File: src/rtl/stby_pkg.sv
package stby_pkg;
  typedef enum logic [0:0] {
    ST_RUN   = 1'b0,
    ST_SLEEP = 1'b1
  } stby_state_t;
endpackage

File: src/rtl/stby_wake_or.sv
module stby_wake_or #(
  parameter int N_IRQ = 6
) (
  input  logic [N_IRQ-1:0] irq_i,
  input  logic             nmi_i,
  input  logic             ext_req_i,
  input  logic             timer_i,
  input  logic             warm_rst_i,
  input  logic             cold_rst_i,
  output logic             wake_o,
  output logic             rst_wake_o
);
  localparam int N_SRC = N_IRQ + 4;

  logic [N_SRC-1:0] src;

  genvar g;
  generate
    for (g = 0; g < N_IRQ; g++) begin : g_irq
      assign src[g] = irq_i[g];
    end
  endgenerate

  assign src[N_IRQ]     = nmi_i;
  assign src[N_IRQ + 1] = ext_req_i;
  assign src[N_IRQ + 2] = timer_i;
  assign src[N_IRQ + 3] = warm_rst_i | cold_rst_i;

  assign rst_wake_o = warm_rst_i | cold_rst_i;
  assign wake_o     = |src;
endmodule

File: src/rtl/stby_fsm.sv
module stby_fsm
  import stby_pkg::*;
(
  input  logic clk,
  input  logic rst,
  input  logic wait_i,
  input  logic idle_i,
  input  logic wake_i,
  input  logic rst_wake_i,
  output logic clk_en_o,
  output logic sleep_o,
  output logic ie_set_o
);
  stby_state_t state_q, state_d;

  always_comb begin
    state_d = state_q;
    case (state_q)
      ST_RUN: begin
        if (wait_i && idle_i && !wake_i) state_d = ST_SLEEP;
      end
      ST_SLEEP: begin
        if (wake_i || rst_wake_i) state_d = ST_RUN;
      end
      default: state_d = ST_RUN;
    endcase
  end

  always_ff @(posedge clk) begin
    if (rst) begin
      state_q  <= ST_RUN;
      clk_en_o <= 1'b1;
      ie_set_o <= 1'b0;
    end else begin
      state_q  <= state_d;
      clk_en_o <= (state_d == ST_RUN);
      ie_set_o <= wait_i && (state_q == ST_RUN);
    end
  end

  assign sleep_o = (state_q == ST_SLEEP);

  a_r11_flag_vs_en: assert property (@(posedge clk) disable iff (rst)
    sleep_o != clk_en_o);

  a_r2_enter: assert property (@(posedge clk) disable iff (rst)
    (!sleep_o && wait_i && idle_i && !wake_i) |=> (sleep_o && !clk_en_o));

  a_r3_busy_stays: assert property (@(posedge clk) disable iff (rst)
    (!sleep_o && !idle_i) |=> clk_en_o);

  a_r10_collision: assert property (@(posedge clk) disable iff (rst)
    (!sleep_o && wake_i) |=> !sleep_o);

  a_r6_wake_exit: assert property (@(posedge clk) disable iff (rst)
    (sleep_o && wake_i) |=> (clk_en_o && !sleep_o));

  a_r5_hold: assert property (@(posedge clk) disable iff (rst)
    (sleep_o && !wake_i && !rst_wake_i) |=> sleep_o);

  a_r4_ie_pulse: assert property (@(posedge clk) disable iff (rst)
    (!sleep_o && wait_i) |=> ie_set_o);

  a_r12_ignored: assert property (@(posedge clk) disable iff (rst)
    (sleep_o && wait_i) |=> !ie_set_o);
endmodule

File: src/rtl/stby_ctrl.sv
module stby_ctrl #(
  parameter int N_IRQ = 6
) (
  input  logic             clk,
  input  logic             rst,
  input  logic             wait_wb,
  input  logic             bus_idle,
  input  logic [N_IRQ-1:0] wake_irq,
  input  logic             wake_nmi,
  input  logic             wake_ext_req,
  input  logic             wake_timer,
  input  logic             wake_warm_rst,
  input  logic             wake_cold_rst,
  output logic             core_clk_en,
  output logic             standby,
  output logic             ie_set
);
  logic wake_any;
  logic wake_rst;

  stby_wake_or #(.N_IRQ(N_IRQ)) u_wake (
    .irq_i      (wake_irq),
    .nmi_i      (wake_nmi),
    .ext_req_i  (wake_ext_req),
    .timer_i    (wake_timer),
    .warm_rst_i (wake_warm_rst),
    .cold_rst_i (wake_cold_rst),
    .wake_o     (wake_any),
    .rst_wake_o (wake_rst)
  );

  stby_fsm u_fsm (
    .clk        (clk),
    .rst        (rst),
    .wait_i     (wait_wb),
    .idle_i     (bus_idle),
    .wake_i     (wake_any),
    .rst_wake_i (wake_rst),
    .clk_en_o   (core_clk_en),
    .sleep_o    (standby),
    .ie_set_o   (ie_set)
  );
endmodule

File: config.mk
export PLATFORM = sky130hd
export DESIGN_NAME = stby_ctrl
export DESIGN_NICKNAME = d
export VERILOG_FILES = /design/src/rtl/stby_pkg.sv /design/src/rtl/stby_wake_or.sv /design/src/rtl/stby_fsm.sv /design/src/rtl/stby_ctrl.sv
export SDC_FILE = /design/constraint.sdc
export NUM_CORES = 1
export LEC_CHECK = 0
export ABC_CLOCK_PERIOD_IN_PS = 1400
export CORE_AREA = 2 2 39 41
export DETAILED_ROUTE_END_ITERATION = 8
export DIE_AREA = 0 0 41 43
export HOLD_SLACK_MARGIN = 0.08
export PLACE_DENSITY_LB_ADDON = 0.05
export SKIP_LAST_GASP = 1
export SYNTH_ARGS = -nofsm -noshare
export SYNTH_HDL_FRONTEND = slang
export SYNTH_SLANG_ARGS = --single-unit
File: constraint.sdc
create_clock -name clk -period 1.4 [get_ports clk]
set_input_delay 0.28 -clock clk [delete_from_list [all_inputs] [get_ports clk]]
set_output_delay 0.28 -clock clk [all_outputs]
set_load 0.01 [all_outputs]
== Yosys cells after proc, flatten, opt, wreduce, memory -nomap -nowiden ==
Cells that the tools add are included.

* Bits of input ports: 15
* Logic and storage cells: 15
* Output and inout port bits: 3
* Register bits: 3

* Reductions and logical operators: 6
* Bitwise gates (word level): 3
* Muxes and demuxes: 3

{| class="wikitable"
|+ Operator list
! kind !! count
|-
| OR reduction 10 bit || 1
|-
| logical AND 1 bit || 3
|-
| 2-to-1 mux 1 bit || 2
|-
| inverter 1 bit || 2
|-
| case mux 1 bit (2 select lines) || 1
|-
| zero test 1 bit || 1
|-
| logical OR 1 bit || 1
|-
| OR 1 bit || 1
|}

== Depth between registers and ports, before layout ==
Gate-level depths: netlist of the first run.

* Depth after elaboration: 7
* Mapped depth: 2

== Cells and area by module ==
A second synthesis of the first run with hierarchy kept.

* Cells, all modules: 13
* Area total of the unflattened synthesis: 138.9 µm²

{| class="wikitable"
|+ By module, submodules not included
! module !! area an instance (µm²) !! instances !! cells each !! sequential area each (µm²)
|-
| stby_fsm || 110.1 || 1 || 8 || 60.1
|-
| stby_wake_or || 28.8 || 1 || 5 || 0.0
|}

== Least setup slack after synthesis of the first run ==
No wires, ideal clock.

* Path kind: input to register
* Start: input wake_irq[2]
* End: register u_fsm.state_q, in the netlist u_fsm.sleep_o
* Setup slack: 0.595 ns
* Data arrival time: 0.744 ns
* Library setup time: 0.061 ns
* Cell stages on the path: 2
* Cells stage by stage: nor4_2 -> and4b_1

* Cells in the longest elaborated chain, start to end: 5
* Elaborated cells on any way between the ends: 7
* Classes of those cells: 3 x mux; 4 x reduce/logical

{| class="wikitable"
|+ Ends and longest elaborated chain
! what !! RTL line !! source
|-
| from (decl) || stby_ctrl.sv:8 || <nowiki>input logic [N_IRQ-1:0] wake_irq,</nowiki>
|-
| OR reduction 10 bit (*) || stby_wake_or.sv:30 || <nowiki>assign wake_o = |src;</nowiki>
|-
| zero test 1 bit || stby_fsm.sv:20 || <nowiki>if (wait_i && idle_i && !wake_i) state_d = ST_SLEEP;</nowiki>
|-
| logical AND 1 bit || stby_fsm.sv:20 ||
|-
| 2-to-1 mux 1 bit || stby_fsm.sv:20 ||
|-
| case mux 1 bit (2 select lines) (*) || stby_fsm.sv:18 || <nowiki>case (state_q)</nowiki>
|-
| to (signal assigned) || stby_fsm.sv:35 || <nowiki>state_q <= state_d;</nowiki>
|-
| to (decl) || stby_fsm.sv:14 || <nowiki>stby_state_t state_q, state_d;</nowiki>
|}

Every way passes the cells marked *; elsewhere a longest branch is shown, timed or not.
A chain may end at the register's enable or synchronous reset.

== Final worst setup path of the first run ==
* Start: register u_fsm.ie_set_o
* End: output ie_set

{| class="wikitable"
|+ RTL lines
! what !! RTL line !! source
|-
| from (decl) || stby_fsm.sv:12 || <nowiki>output logic ie_set_o</nowiki>
|-
| from (signal assigned) || stby_fsm.sv:37 || <nowiki>ie_set_o <= wait_i && (state_q == ST_RUN);</nowiki>
|-
| to (decl) || stby_ctrl.sv:16 || <nowiki>output logic ie_set</nowiki>
|}

No word-level cell between the ends.

==> reports/metrics.yaml, run 1 <==
setup_violations: 0
setup_tns_ns: 0
design.core.area_mm2: 0.00138
powerDensity_mw_per_mm2: 866
syn2layout_area_growth_pct: 167
cts-root-buf: "clkbuf_4"
ys_warn_count: 0
startpoint_type: "register"
synth_top_area_cell: "dfxtp_1"
min_path_cells: 1
reg2reg_depth: 2
grt_pass1_wl_um: 765
vias: 174
tightest_slew_ns: 0.261
slowest_delay_ns: 0.53
yosysSeqAreaShare_pct: 46.6
via_per_inst: 3.70
ioPinCount: 18
clockBufferDepth: 2
drt-wirelength-per-cell_um: 11.8
die_y_um: 43
clock_skew_ns: 0.00555
min_period_ns: 1.35
fp.dieW_um: 41
cp_max_fo: 1
ir_worst_vdd_uv: 181
worst-path-buf-inv: 1
crit_arrival_ns: 1.07
num_rows: 14
crit_cells: 1
hp-class: "register to register"
crit_type: "register to primary output"
drive_gt1_share_pct: 19.4
cp.required_ns: 1.12
p_leak_nw: 0.123
post-place-cells: 43
ant_nets: 0
slowest_stage: "clkdlybuf4s50_1"
cts_sinks: 3
post-route-period-util_pct: 96.3
synth_flop_cell: "dfxtp_1"
place_area_um2: 319
synth_area_um2: 129
final_max_slew_viol_count: 0
final-hold-violation-count: 0
grt_max_degree: 4
synthTopCellsByArea: "dfxtp_1 47%, nor4_2 29%, and4b_1 7.8%"
ys_async_sr_fraction_pct: 0
status: "finished, final reports clean"
synth_cells: 10
diodes: 0
design_area_um2: 344
drt_iter0_drc: 1
cts_tree: "yes"
synth_top_area_share_pct: 46.6
first_global_vias: 181
drcViolationCount: 0
htree_levels: 1
clock_latency_ns: 0.24
max_freq_ghz: 0.742
place_congestion: 0.571
drv_cap: 0
path_cells: "clkdlybuf4s50_1"
path_clk_slew_ns: 0.04
cts_hold_buf: 0
syn_nets: 25
fin_nets: 47
syn_area_per_cell_um2: 12.9
gr-total-overflow: 0
port-buffer-count: 17
total_power_w: 0.000298
crit_family: "buffers and inverters"
die_area_mm2: 0.00176
initial_core_util_pct: 9.31
grt_usage_pct: 7.53
yosysUniqueCellTypes: 6
first_pass_iters: 4
finalNonFillerCells: 47
ys_ff_latch: 3
rsz0062_at_grt: "false"
antenna_found_initial: 0
drt_wl_total_um: 553
synth_edf_count: 0
synth_common_cells: "3 x dfxtp_1, 3 x nor4_2"
cp-end-kind: "primary output"
cts_made_buffers: 3
relSlewSlack_pct: 82.5
[worst paths after layout]
path                                     start        endpoint  slack, ns
worst max-delay path            u_fsm.ie_set_o          ie_set       0.05
worst min-delay path             u_fsm.sleep_o  u_fsm.ie_set_o       0.45
worst max register to register   u_fsm.sleep_o   u_fsm.sleep_o       0.64
worst min register to register   u_fsm.sleep_o  u_fsm.ie_set_o       0.45
[metal layers]
layer	track usage (%)	routed length, µm
met3	5.24	133
met4	10.0	15
met1	7.72	230
met5	0	0
met2	8.13	173
[what timing repair did]
action / 4_1_cts / 5_1_grt
setup endpoints to repair: 1 / 0
gates resized for setup: 1 / 0
setup buffers: 0 / 0
[report_power, final]
group	switching [W]	internal, W
combinational	0.0000135	0.0000407
sequential	0.000000370	0.0000874
clock	0.0000490	0.000107
[kinds of logic after synthesis]
logic type         synth area share (%)
AOI/OAI and AO/OA                  3.88
DFF                                46.6
and+or+nand+nor                    49.5
[state kept, by name (all words and copies together) (netlist names)]
name,flops
u_fsm.clk_en_o,1
u_fsm.ie_set_o,1
u_fsm.sleep_o,1
[cell usage in the layout, fill, tap and decap left out]
master | Yosys | layout
clkdlybuf4s50_1 | 0 | 16
nor4_2 | 3 | 3
clkbuf_4 | 0 | 3
dfxtp_1 | 3 | 3
a21oi_1 | 1 | 1
and4b_1 | 1 | 1
nand4b_1 | 1 | 1
nor3b_1 | 1 | 1
clkbuf_1 | 0 | 1
dlygate4sd2_1 | 0 | 1
[cell type report]
cell class                      instances  area (µm²)
Clock buffer                            4        26.3
Fill cell                             154        1040
Multi-Input combinational cell          7        68.8
Sequential cell                         3        60.1
Tap cell                               16        20.0
Timing Repair Buffer                   17         169
[stage by stage]
step	utilization [%]	setup slack, ns	hold slack [ns]
after floorplan	-	0.595	0.356
after CTS	24.9	0.0386	0.453
after global placement	23.1	0.0858	0.468
final	24.9	0.0515	0.445
after detailed placement	23.1	0.0825	0.453
after global routing	24.9	0.0185	0.471
(Power assumes the default switching activity.)
==> inputs of run 2 (changes only) <==
Settings changed: SLEW_MARGIN from default to 20, TNS_END_PERCENT from default to 5.
==> results of run 2 <==
No change in the layout: final DEF, timing and power equal those of run 1.
==> inputs of run 3 (changes only) <==
Settings changed: ABC_AREA from default to 1.
==> reports/metrics.yaml, run 3 <==
status: "finished, final reports clean"
post-place-cells: 62
finalNonFillerCells: 66
cts_made_buffers: 3
intPower_w: 0.000236
cts_tree: "yes"
max_freq_ghz: 0.750
drt_wl_total_um: 435
cts-root-buf: "clkbuf_4"
path_clk_slew_ns: 0.04
hp-class: "register to register"
design_area_um2: 389
post-cts-setup-buffers: 0
final_cell_mix: "16 x clkdlybuf4s50_1, 8 x nand2_1, 7 x inv_1, 7 x nor2_1"
die_y_um: 43
fp.dieW_um: 41
ys_warn_count: 0
combinationalPowerShare_pct: 19.6
slowest_delay_ns: 0.53
synthTopCellsByArea: "dfxtp_1 35%, nand2_1 18%, inv_1 15%"
syn_nets: 44
layout_commonest_cell: "clkdlybuf4s50_1"
ys_ff_latch: 3
htree_levels: 1
worst-path-buf-inv: 1
post-route-period-util_pct: 95.3
grt_usage_pct: 5.91
min_path_cells: 3
place_area_um2: 360
drt-wirelength-per-cell_um: 6.59
cts_hold_buf: 0
drive_gt1_share_pct: 12.0
final-hold-violation-count: 0
reg2reg_depth: 5
place_congestion: 0.517
die_area_mm2: 0.00176
via_per_inst: 3.38
cp_max_fo: 1
min_to: "u_fsm.ie_set_o"
relSlewSlack_pct: 89.9
first_global_vias: 179
antenna_found_initial: 0
synth_flop_cell: "dfxtp_1"
crit_type: "register to primary output"
initial_core_util_pct: 12.3
path_cells: "clkdlybuf4s50_1"
crit_arrival_ns: 1.05
grt_pass1_wl_um: 655
rr_endpoint: "u_fsm.clk_en_o"
yosysUniqueCellTypes: 7
syn_area_per_cell_um2: 5.87
hold_start: "u_fsm.sleep_o"
port-buffer-count: 17
r2r_start: "u_fsm.sleep_o"
grt_max_degree: 3
num_rows: 14
crit_family: "buffers and inverters"
r2r_slack_ns: 0.67
finish.utilization_pct: 28.1
powerDensity_mw_per_mm2: 758
cp.required_ns: 1.12
clock_skew_ns: 0.00323
clock_power_share_pct: 50.6
clockBufferDepth: 2
gr-total-overflow: 0
vias: 223
rsz0062_at_grt: "false"
ys_async_sr_fraction_pct: 0
ant_nets: 0
diodes: 0
synth_top_area_cell: "dfxtp_1"
tightest_slew_ns: 0.151
drt_iter0_drc: 0
min_period_ns: 1.33
yosysSeqAreaShare_pct: 35.3
cts_sinks: 3
hpwl_um: 363
p_leak_nw: 0.198
drcViolationCount: 0
fin_nets: 66
synth_cells: 29
syn2layout_area_growth_pct: 129
synth_area_um2: 170
ioPinCount: 18
cp-end-kind: "primary output"
clock_latency_ns: 0.23
startpoint_type: "register"
first_pass_iters: 1
synth_edf_count: 0
final_max_slew_viol_count: 0
drv_cap: 0
power.switching_w: 0.0000588
slowest_stage: "clkdlybuf4s50_1"
ir_worst_vdd_uv: 184
setup_violations: 0
setup_tns_ns: 0
synth_top_area_share_pct: 35.3
design.core.area_mm2: 0.00138
power_switching_share_pct: 19.9
synth_common_cells: "8 x nand2_1, 7 x inv_1, 7 x nor2_1"
synth_most_common_cell: "nand2_1"
seqPwrFrac_pct: 29.8
==> run 3: cell count changes in the layout (fill, tap and decap cells not counted), sizes merged <==
cell and change:
nor2 +9, and4b -1, dlymetal6s2s +1, a21oi -1, dlygate4sd2 -1, nor4 -3
nand3 +2, nand4b -1, nand2 +8, nor3b -1, inv +7
==> run 3: how the worst max path moves through the flow <==
stage                     slack [ns]           start        endpoint  cells after the start
after detailed placement        0.23      wake_timer  u_fsm.clk_en_o                      5
after global routing            0.01  u_fsm.clk_en_o     core_clk_en                      1
after floorplan                 0.65   u_fsm.sleep_o  u_fsm.clk_en_o                      5
after CTS                       0.03   u_fsm.sleep_o         standby                      1
after global placement          0.23         wait_wb  u_fsm.clk_en_o                      6
final                           0.07  u_fsm.clk_en_o     core_clk_en                      1
==> run 3: kinds of logic after synthesis <==
logic type | share of synthesized area (%)
and+or+nand+nor | 49.3
buffers and inverters | 15.4
DFF | 35.3
==> run 3: routing by layer <==
metal / part of all wire (%) / up-vias / track usage [%]
met3: 16 / 0 / 3.14
li1: - / 123 / -
met2: 46 / 14 / 7.19
met1: 38 / 86 / 6.71
met5: 0 / - / 0
met4: 0 / 0 / 6.00
==> run 3: final cells by class <==
cell class / count / area (µm²)
fillers: 157 / 995
repair buffers: 17 / 173
multi-input cells: 19 / 83.8
flip-flops and latches: 3 / 60.1
clock buffers: 4 / 26.3
inverters: 7 / 26.3
well taps: 16 / 20.0
==> run 3: through the flow <==
stage	total power, W	worst slack, ns	hold WS [ns]
2_1_floorplan	0.000102	0.647	0.352
3_3_place_gp	0.000147	0.226	0.503
3_5_place_dp	0.000147	0.226	0.506
4_1_cts	0.000306	0.0284	0.507
5_1_grt	0.000320	0.0148	0.545
6_report	0.000295	0.0662	0.493
==> run 3: power by group through the flow <==
stage / combinational, W / clock, W / sequential [W]
finish: 0.0000579 / 0.000149 / 0.0000878
global route: 0.0000639 / 0.000169 / 0.0000877
CTS: 0.0000587 / 0.000159 / 0.0000878
detailed placement: 0.0000583 / 0 / 0.0000891
global placement: 0.0000580 / 0 / 0.0000891
floorplan: 0.0000124 / 0 / 0.0000900
==> run 3: what timing repair did <==
item,CTS,global route
resized for setup,0,1
hold endpoints to repair,0,0
setup endpoints to repair,0,1
